$ cat config.mk
export PLATFORM = sky130hd
export DESIGN_NAME = jtag_reg_access
export DESIGN_NICKNAME = d
export VERILOG_FILES = /design/src/rtl/jra_pkg.sv /design/src/rtl/jra_chain_sel.sv /design/src/rtl/jra_shift_reg.sv /design/src/rtl/jra_access_ctrl.sv /design/src/rtl/jtag_reg_access.sv
export SDC_FILE = /design/constraint.sdc
export NUM_CORES = 1
export LEC_CHECK = 0
export BUFFER_PORTS_ARGS = -buffer_cell sky130_fd_sc_hd__buf_4
export CAP_MARGIN = 10
export CORE_MARGIN = 4
export CORE_UTILIZATION = 61
export DETAILED_ROUTE_END_ITERATION = 16
export PLACE_DENSITY = 0.85
export SYNTH_ARGS = -nofsm -noshare
export SYNTH_HDL_FRONTEND = slang
export SYNTH_HIERARCHICAL = 1
export SYNTH_SLANG_ARGS = --single-unit
$ cat constraint.sdc
create_clock -name tck -period 4.56 [get_ports tck]
set_input_delay 0.228 -clock tck [delete_from_list [all_inputs] [get_ports tck]]
set_output_delay 0.228 -clock tck [all_outputs]
set_load 0.005 [all_outputs]
$ cat src/rtl/jra_pkg.sv
package jra_pkg;

  typedef enum logic {
    ACC_READ  = 1'b0,
    ACC_WRITE = 1'b1
  } acc_dir_e;

  // true when a lies inside [lo, hi]
  function automatic logic in_window(int unsigned a, int unsigned lo, int unsigned hi);
    return (a >= lo) && (a <= hi);
  endfunction

endpackage

$ cat src/rtl/jra_chain_sel.sv
module jra_chain_sel #(
  parameter int SEL_W = 5
) (
  input  logic             tck,
  input  logic             rst_n,
  input  logic             en,
  input  logic             shift_en,
  input  logic             update_en,
  input  logic             tdi,
  output logic [SEL_W-1:0] chain_q,
  output logic             sel_tdo
);

  logic [SEL_W-1:0] sel_sr;

  always_ff @(posedge tck or negedge rst_n) begin
    if (!rst_n) begin
      sel_sr  <= '1;
      chain_q <= '1;
    end else if (en) begin
      if (shift_en)  sel_sr  <= {tdi, sel_sr[SEL_W-1:1]};
      if (update_en) chain_q <= sel_sr;
    end
  end

  assign sel_tdo = sel_sr[0];

endmodule

$ cat src/rtl/jra_shift_reg.sv
module jra_shift_reg #(
  parameter int TOT_W = 40
) (
  input  logic             tck,
  input  logic             rst_n,
  input  logic             load_en,
  input  logic             shift_en,
  input  logic             tdi,
  input  logic [TOT_W-1:0] load_val,
  output logic [TOT_W-1:0] q,
  output logic             so
);

  always_ff @(posedge tck or negedge rst_n) begin
    if (!rst_n)        q <= '0;
    else if (load_en)  q <= load_val;
    else if (shift_en) q <= {tdi, q[TOT_W-1:1]};
  end

  assign so = q[0];

endmodule

$ cat src/rtl/jra_access_ctrl.sv
module jra_access_ctrl #(
  parameter int DATA_W   = 32,
  parameter int ADDR_W   = 7,
  parameter int NUM_REGS = 9,
  parameter int FIRST_WR = 4,
  localparam int TOT_W   = DATA_W + ADDR_W + 1
) (
  input  logic              tck,
  input  logic              rst_n,
  input  logic              upd_en,
  input  logic [TOT_W-1:0]  frame,
  input  logic [DATA_W-1:0] bus_rdata,
  output logic [ADDR_W-1:0] bus_addr,
  output logic [DATA_W-1:0] bus_wdata,
  output logic              bus_wr,
  output logic              bus_rd,
  output logic [DATA_W-1:0] cap_data
);
  import jra_pkg::*;

  localparam int unsigned LAST_REG = NUM_REGS - 1;

  logic [DATA_W-1:0] f_data;
  logic [ADDR_W-1:0] f_addr;
  acc_dir_e          f_dir;
  logic              wr_ok, rd_ok;
  logic [DATA_W-1:0] held;

  assign f_data = frame[DATA_W-1:0];
  assign f_addr = frame[DATA_W +: ADDR_W];
  assign f_dir  = acc_dir_e'(frame[TOT_W-1]);

  assign wr_ok = upd_en && (f_dir == ACC_WRITE) &&
                 in_window(int'(f_addr), FIRST_WR, LAST_REG);
  assign rd_ok = upd_en && (f_dir == ACC_READ) &&
                 in_window(int'(f_addr), 0, LAST_REG);

  always_ff @(posedge tck or negedge rst_n) begin
    if (!rst_n) begin
      bus_addr  <= '0;
      bus_wdata <= '0;
      bus_wr    <= 1'b0;
      bus_rd    <= 1'b0;
      held      <= '0;
    end else begin
      bus_wr <= wr_ok;
      bus_rd <= rd_ok;
      if (upd_en) begin
        bus_addr  <= f_addr;
        bus_wdata <= f_data;
      end
      if (upd_en && !rd_ok) held <= '0;
      else if (bus_rd)      held <= bus_rdata;
    end
  end

  // live bypass when the capture meets the read strobe
  assign cap_data = bus_rd ? bus_rdata : held;

endmodule

$ cat src/rtl/jtag_reg_access.sv
module jtag_reg_access #(
  parameter int DATA_W       = 32,
  parameter int ADDR_W       = 7,
  parameter int SEL_W        = 5,
  parameter int IR_W         = 4,
  parameter int NUM_REGS     = 9,
  parameter int FIRST_WR     = 4,
  parameter logic [IR_W-1:0]  ACCESS_IR    = 4'hC,
  parameter logic [IR_W-1:0]  SELECT_IR    = 4'h2,
  parameter logic [SEL_W-1:0] TARGET_CHAIN = '0
) (
  input  logic              tck,
  input  logic              trst_n,
  input  logic              tdi,
  output logic              tdo,
  input  logic [IR_W-1:0]   ir_code,
  input  logic              capture_dr,
  input  logic              shift_dr,
  input  logic              update_dr,
  output logic [ADDR_W-1:0] reg_addr,
  output logic [DATA_W-1:0] reg_wdata,
  output logic              reg_wr,
  output logic              reg_rd,
  input  logic [DATA_W-1:0] reg_rdata
);

  localparam int TOT_W = DATA_W + ADDR_W + 1;

  logic             sel_en, acc_en;
  logic [SEL_W-1:0] chain_q;
  logic             sel_tdo, sr_tdo;
  logic [TOT_W-1:0] sr_q, cap_frame;
  logic [DATA_W-1:0] cap_data;

  assign sel_en = (ir_code == SELECT_IR);
  assign acc_en = (ir_code == ACCESS_IR) && (chain_q == TARGET_CHAIN);

  jra_chain_sel #(.SEL_W(SEL_W)) u_sel (
    .tck(tck), .rst_n(trst_n), .en(sel_en), .shift_en(shift_dr),
    .update_en(update_dr), .tdi(tdi), .chain_q(chain_q), .sel_tdo(sel_tdo)
  );

  assign cap_frame = {1'b0, reg_addr, cap_data};

  jra_shift_reg #(.TOT_W(TOT_W)) u_sr (
    .tck(tck), .rst_n(trst_n), .load_en(acc_en && capture_dr),
    .shift_en(acc_en && shift_dr), .tdi(tdi), .load_val(cap_frame),
    .q(sr_q), .so(sr_tdo)
  );

  jra_access_ctrl #(
    .DATA_W(DATA_W), .ADDR_W(ADDR_W), .NUM_REGS(NUM_REGS), .FIRST_WR(FIRST_WR)
  ) u_acc (
    .tck(tck), .rst_n(trst_n), .upd_en(acc_en && update_dr), .frame(sr_q),
    .bus_rdata(reg_rdata), .bus_addr(reg_addr), .bus_wdata(reg_wdata),
    .bus_wr(reg_wr), .bus_rd(reg_rd), .cap_data(cap_data)
  );

  assign tdo = sel_en ? sel_tdo : (acc_en ? sr_tdo : 1'b0);

endmodule

==> results of run 1 <==
==> worst max-delay path: stages, from the launching register on <==
cell and delay [ns]:
dfstp_2 0.37, nor4_2 0.31, and4_1 0.26, and2_2 0.81
buf_4 0.36, mux2_2 0.36
==> flip-flops by register name, indices dropped and copies added, names as in the netlist <==
| name | cells |
|---|---|
| u_sr/q | 40 |
| u_acc/bus_wdata | 32 |
| u_acc/held | 32 |
| u_acc/bus_addr | 7 |
| u_sel/chain_q | 5 |
| u_sel/sel_sr | 5 |
| u_acc/bus_rd | 1 |
| u_acc/bus_wr | 1 |
==> layout by cell type (no fill, tap or decap), drive strengths merged <==
master,synthesis,routed
nor2,3,3
conb,1,1
mux2,81,81
and4,1,1
dfrtp,113,113
nor3,1,1
clkinvlp,0,5
nor4,2,2
o21ai,41,41
dfstp,10,10
clkinv,0,5
and2,3,3
inv,1,1
nand2,45,45
nand3,3,3
dlygate4sd3,0,2
nor4b,2,2
o31ai,1,1
a21boi,31,31
clkbuf,3,20
nor2b,3,3
a21oi,1,1
bufinv,0,2
mux2i,40,40
buf,27,89
==> metal layers <==
layer | up-vias | part of all wire, %
li1 | 1607 | -
met1 | 1698 | 41
met2 | 101 | 51
met3 | 21 | 4.9
met4 | 0 | 2.2
met5 | - | 0
==> where the power goes <==
group	leakage (nW)	switching, mW	internal [mW]
Combinational	1.18	0.337	0.379
Clock	0.268	0.461	0.799
Sequential	1.63	0.184	1.40
==> cells by family after synthesis <==
family                 count (synthesis)
other                                  1
multiplexers                         121
flip-flops                           123
AO/OA/AOI/OAI                         74
AND/OR/NAND/NOR                       63
buffers and inverters                 31
==> path summary, 6_finish.rpt <==
kind / endpoint / from
min in group asynchronous: u_acc/bus_wdata[21] / trst_n
worst min-delay path: u_sr/q[24] / reg_rdata[24]
worst min register to register: u_sr/q[32] / u_acc/bus_addr[0]
worst max-delay path: u_acc/bus_wdata[31] / u_sel/chain_q[0]
max in group asynchronous: u_acc/bus_wdata[4] / trst_n
worst max register to register: u_acc/bus_wdata[31] / u_sel/chain_q[0]
==> timing repair <==
item	4_1_cts	5_1_grt
hold buffers	2	0
endpoints found under the hold margin	77	0
endpoints found under the setup margin	0	0
==> per-stage QoR <==
step / std cells / utilization [%]
after floorplan: 413 / -
after global routing: 614 / 75.6
final: 614 / 75.6
after global placement: 580 / 68.9
after detailed placement: 580 / 68.9
after CTS: 614 / 75.6
==> final cells by class <==
cell class / instances / area, sq um
flip-flops and latches: 123 / 3090
fillers: 526 / 2110
multi-input cells: 259 / 2080
repair buffers: 91 / 688
clock buffers: 20 / 445
well taps: 108 / 135
clock inverters: 12 / 123
inverters: 1 / 3.75
==> flow_metrics.py, run 1 <==
metrics = {
    "placement": {
        "routabilityCongestion": 0.812,
        "pre_cts_slack_ns": 1.97,
        "numPortBuffers": 83,
        "dp_hpwl_um": 7020,
        "dpl_cell_area_sq_mm": 0.00598,
    },
    "synth": {
        "synthFlopType": "dfrtp_1",
        "synth_cells": 413,
        "yosysUniqueCellTypes": 30,
        "syn_avg_cell_area_sq_um": 13.1,
        "ys_ff_latch": 123,
        "synth_edf_count": 0,
        "synth.top_cells.by_area": "dfrtp_1 (52%), mux2_2 (14%), mux2i_1 (7.4%), dfstp_2 (4.8%), a21boi_1 (4.2%)",
        "yosysMostFrequentCell": "dfrtp_1",
        "yosysTopAreaCellShare_pct": 52.2,
        "synthSimpleGateAreaFrac_pct": 5.47,
        "synth_mux_area_share_pct": 24.2,
        "ys_top_cells_by_count": "dfrtp_1 (113), mux2_2 (65), nand2_1 (42)",
        "syn-cell-area_sq_mm": 0.00542,
        "ys_async_sr_fraction_pct": 100,
        "ys_seq_area_share_pct": 57.0,
        "synth_nets": 455,
        "synth_warnings": 6,
        "synth_top_family_by_area": "multiplexers",
        "synthAdderAreaFrac_pct": 0,
        "synth_top_area_cell": "dfrtp_1",
        "synth_compound_area_share_pct": 8.54,
        "synth_xor_area_share_pct": 0,
    },
    "power": {
        "total_power_mw": 3.56,
        "power_density_mw_per_mm2": 543,
        "leakage_nw": 3.07,
        "ir_drop_mv": 0.346,
    },
    "global_route": {
        "track_usage_pct": 22.4,
        "grt_pass1_vias": 3627,
        "met3_usage_pct": 5.26,
        "use_met2_pct": 37.7,
        "grt.busiest_layer": "met2",
        "grt_max_degree": 88,
        "grt_pass1_wl_um": 17700,
        "gr-usage-met1_pct": 27.5,
        "grt_overflow": 0,
        "antenna_found_initial": 0,
    },
    "sta": {
        "rsz0062_at_grt": "false",
        "worst_pin_slew_ns": 1.07,
        "post-route-min-period_ns": 2.60,
        "finalHoldViolCount": 0,
        "maxSlewViolCount": 0,
        "setup_tns_ns": 0,
        "finalWorstSetupSlack_ns": 1.96,
        "setup_violations": 0,
        "post-route-period-util_pct": 56.9,
        "hold_ws_ns": 0.0757,
        "finalClockSkew_ns": 0.0157,
        "max-slew-margin-rel_pct": 28.5,
        "fmax_ghz": 0.385,
    },
    "layout": {
        "postLayoutCellArea_sq_mm": 0.00657,
        "layout-drive-gt1-share_pct": 40.7,
        "antenna_cells": 0,
        "nets": 535,
        "area_growth_pct": 21.1,
    },
    "detailed_routing": {
        "first_pass_iters": 5,
        "postRouteAntennaNets": 0,
        "drtIter0Drc": 197,
        "wirelength_um": 11000,
        "drc": 0,
        "via_per_inst": 5.58,
        "wire_per_inst_um": 18.0,
        "num_vias": 3427,
    },
    "clocking": {
        "cts_tree": "built",
        "clk-insertion-delay-late_ns": 0.51,
        "cts_resized": 0,
        "cts_root_buffer": "clkbuf_8",
        "postCtsSetupBuffers": 0,
        "cts_buffers": 17,
        "clock_path_buffers": 2,
        "cts.sinks": 123,
        "cts_max_level": 4,
        "path_clk_slew_ns": 0.06,
    },
    "die": {
        "num_rows": 34,
        "die-area_sq_mm": 0.0105,
        "fp.dieW_um": 102,
        "initial_utilization_pct": 62.5,
        "fp.coreArea_sq_mm": 0.00868,
        "pin_count": 84,
        "die_y_um": 102,
    },
    "critical_path": {
        "crit_fanout": 46,
        "end_kind": "flip-flop",
        "critPathLaunchType": "flip-flop",
        "criticalPathCategory": "reg -> reg",
        "worstPathArrival_ns": 2.98,
        "reg2reg_depth": 5,
        "required_ns": 4.95,
        "reg2reg_slack_ns": 1.96,
    },
    "run": {
        "max_cap_violations": 0,
    },
    "min_path": {
        "hp-class": "in -> reg",
        "hold_depth": 4,
    },
    "status": {
        "status": "finished clean",
    },
}
(Power assumes the default switching activity.)
==> run 2, diff against run 1 <==
--- a/config.mk
+++ b/config.mk
@@ -8,9 +8,9 @@
 export BUFFER_PORTS_ARGS = -buffer_cell sky130_fd_sc_hd__buf_4
 export CAP_MARGIN = 10
 export CORE_MARGIN = 4
-export CORE_UTILIZATION = 61
+export CORE_UTILIZATION = 51
 export DETAILED_ROUTE_END_ITERATION = 16
-export PLACE_DENSITY = 0.85
+export PLACE_DENSITY = 0.76
 export SYNTH_ARGS = -nofsm -noshare
 export SYNTH_HDL_FRONTEND = slang
 export SYNTH_HIERARCHICAL = 1
==> constraint.sdc (replaced) <==
create_clock -name tck -period 2.3 [get_ports tck]
set_input_delay 0.115 -clock tck [delete_from_list [all_inputs] [get_ports tck]]
set_output_delay 0.115 -clock tck [all_outputs]
set_load 0.005 [all_outputs]
==> run 2 against run 1 <==
  * Combinational power rose by 100%
  * Worst hold slack lost 0.041 ns
  * Global-route usage decreased by 3.7 points
  * Final cell count up 10%
  * Sequential power grew 96%
  * Count of clock-buffer cells in the layout fell by 2
  * Sequential share of layout area fell by 3.0 points
  * Critical path depth rose by 1
  * Clock skew decreased by 0.0044 ns
  * Core utilization down 7.7 points
  * Maximum frequency rose by 35%
  * Highest routed layer unchanged
==> flow_metrics.py, run 2 (synthesized netlist as in run 1, its figures left out) <==
metrics = {
    "global_route": {
        "grt_overflow": 0,
        "antenna_found_initial": 0,
        "track_usage_pct": 18.7,
        "grt_max_degree": 81,
        "grt_pass1_vias": 3719,
        "grt_pass1_wl_um": 18700,
    },
    "sta": {
        "setup_violations": 0,
        "finalHoldViolCount": 0,
        "setup_tns_ns": 0,
        "post-route-min-period_ns": 1.93,
        "post-route-period-util_pct": 83.9,
        "worst_pin_slew_ns": 0.676,
        "finalClockSkew_ns": 0.0113,
        "maxSlewViolCount": 0,
        "rsz0062_at_grt": "false",
        "finalWorstSetupSlack_ns": 0.370,
        "fmax_ghz": 0.518,
        "max-slew-margin-rel_pct": 54.3,
    },
    "die": {
        "initial_utilization_pct": 52.5,
        "pin_count": 84,
        "fp.dieW_um": 111,
        "fp.coreArea_sq_mm": 0.0103,
        "die_y_um": 111,
        "num_rows": 37,
        "die-area_sq_mm": 0.0123,
    },
    "clocking": {
        "cts_hold_buffers": 34,
        "cts_root_buffer": "clkbuf_8",
        "clock_path_buffers": 2,
        "cts_max_level": 4,
        "cts.sinks": 123,
        "postCtsSetupBuffers": 0,
        "cts_tree": "built",
        "path_clk_slew_ns": 0.06,
        "cts_resized": 0,
        "clk-insertion-delay-late_ns": 0.50,
        "cts_buffers": 17,
    },
    "layout": {
        "layout-drive-gt1-share_pct": 38.7,
        "nets": 569,
        "postLayoutCellArea_sq_mm": 0.00702,
        "final_common_cell": "dfrtp_1",
        "final_cell_mix": "dfrtp_1 (113), buf_4 (87), mux2_2 (65)",
        "instances_no_fill": 676,
        "area_growth_pct": 29.4,
        "antenna_cells": 0,
        "reg_top3": "u_sr/q x40, u_acc/bus_wdata x32, u_acc/held x32",
        "regMostFlops": "u_sr/q",
        "largest_register_ffs": 40,
    },
    "critical_path": {
        "end_kind": "flip-flop",
        "crit_fanout": 72,
        "critPathLaunchType": "flip-flop",
        "worstPathArrival_ns": 2.31,
        "criticalPathCategory": "reg -> reg",
        "required_ns": 2.68,
    },
    "placement": {
        "dpl_cell_area_sq_mm": 0.00608,
        "dp_hpwl_um": 6760,
        "pre_cts_slack_ns": 0.388,
        "routabilityCongestion": 0.831,
        "numPortBuffers": 83,
        "dp.cells": 610,
    },
    "power": {
        "seq_power_share_pct": 43.4,
        "internal_power_mw": 5.25,
        "switching_share_pct": 27.0,
        "p_comb_share_pct": 20.0,
        "ir_drop_mv": 0.507,
        "clockPowerShare_pct": 36.6,
        "power_density_mw_per_mm2": 1030,
        "p_switching_mw": 1.95,
        "leakage_nw": 3.24,
        "total_power_mw": 7.20,
    },
    "min_path": {
        "hp-class": "in -> reg",
    },
    "status": {
        "status": "finished clean",
    },
    "detailed_routing": {
        "drtIter0Drc": 206,
        "wire_per_inst_um": 16.4,
        "postRouteAntennaNets": 0,
        "first_pass_iters": 4,
        "drc": 0,
        "via_per_inst": 5.21,
        "num_vias": 3521,
        "wirelength_um": 11100,
    },
    "run": {
        "max_cap_violations": 0,
    },
}
## run 2: cell count changes in the layout (fill, tap and decap cells not counted)
cell           previous run  this run
clkbuf_8                  3         2
buf_12                    0         4
buf_4                    89        87
inv_6                     0         2
bufinv_16                 2         3
dlygate4sd3_1             2        34
clkinvlp_4                5         4
clkinv_4                  0         2
clkbuf_1                  1         0
clkinv_2                  5         3
## run 2: path summary, 6_finish.rpt
| path | endpoint | depth (start not counted) | slack (ns) | startpoint |
|---|---|---|---|---|
| worst max register to register | u_acc/held[31] | 6 | 0.37 | u_sel/chain_q[0] |
| worst max-delay path | u_acc/held[31] | 6 | 0.37 | u_sel/chain_q[0] |
| worst min register to register | u_acc/bus_wdata[11] | 1 | 0.51 | u_acc/bus_wdata[11] |
| min in group asynchronous | u_acc/held[21] | 2 | 0.19 | trst_n |
| max in group asynchronous | u_acc/held[0] | 3 | 1.35 | trst_n |
| worst min-delay path | u_sel/chain_q[1] | 3 | 0.03 | update_dr |
## run 2: layer usage
layer	track usage, %	part of all wire, %
met1	25.4	46
met2	29.7	50
met3	5.46	4.6
met4	4.87	0.28
met5	0	0
## run 2: cell type report
cell class,count,area [sq um]
clock buffers,18,428
clock inverters,14,170
fillers,712,3310
inverters,1,3.75
multi-input cells,259,2080
flip-flops and latches,123,3090
well taps,136,170
repair buffers,125,1070
## run 2: critical path: stages (launching register included)
cell and delay (ns):
dfstp_2 0.37, nor4_2 0.29, and4_1 0.25, and2_2 0.17, buf_12 0.31, a21boi_0 0.31
nor2b_1 0.09
## run 2: power groups by stage
| stage | sequential (mW) | combinational [mW] | clock, mW |
|---|---|---|---|
| after detailed placement | 3.16 | 1.40 | 0 |
| final | 3.12 | 1.44 | 2.64 |
| after floorplan | 3.05 | 1.01 | 0 |
| after global routing | 3.19 | 1.60 | 2.79 |
| after global placement | 3.12 | 1.34 | 0 |
| after CTS | 3.13 | 1.45 | 2.69 |
## run 2: metrics by stage
| stage | hold slack (ns) | util, % |
|---|---|---|
| after global routing | 0.0184 | 68.0 |
| after detailed placement | 0.201 | 58.9 |
| after floorplan | -0.181 | - |
| after global placement | 0.192 | 58.9 |
| final | 0.0347 | 68.0 |
| after CTS | 0.00142 | 68.0 |
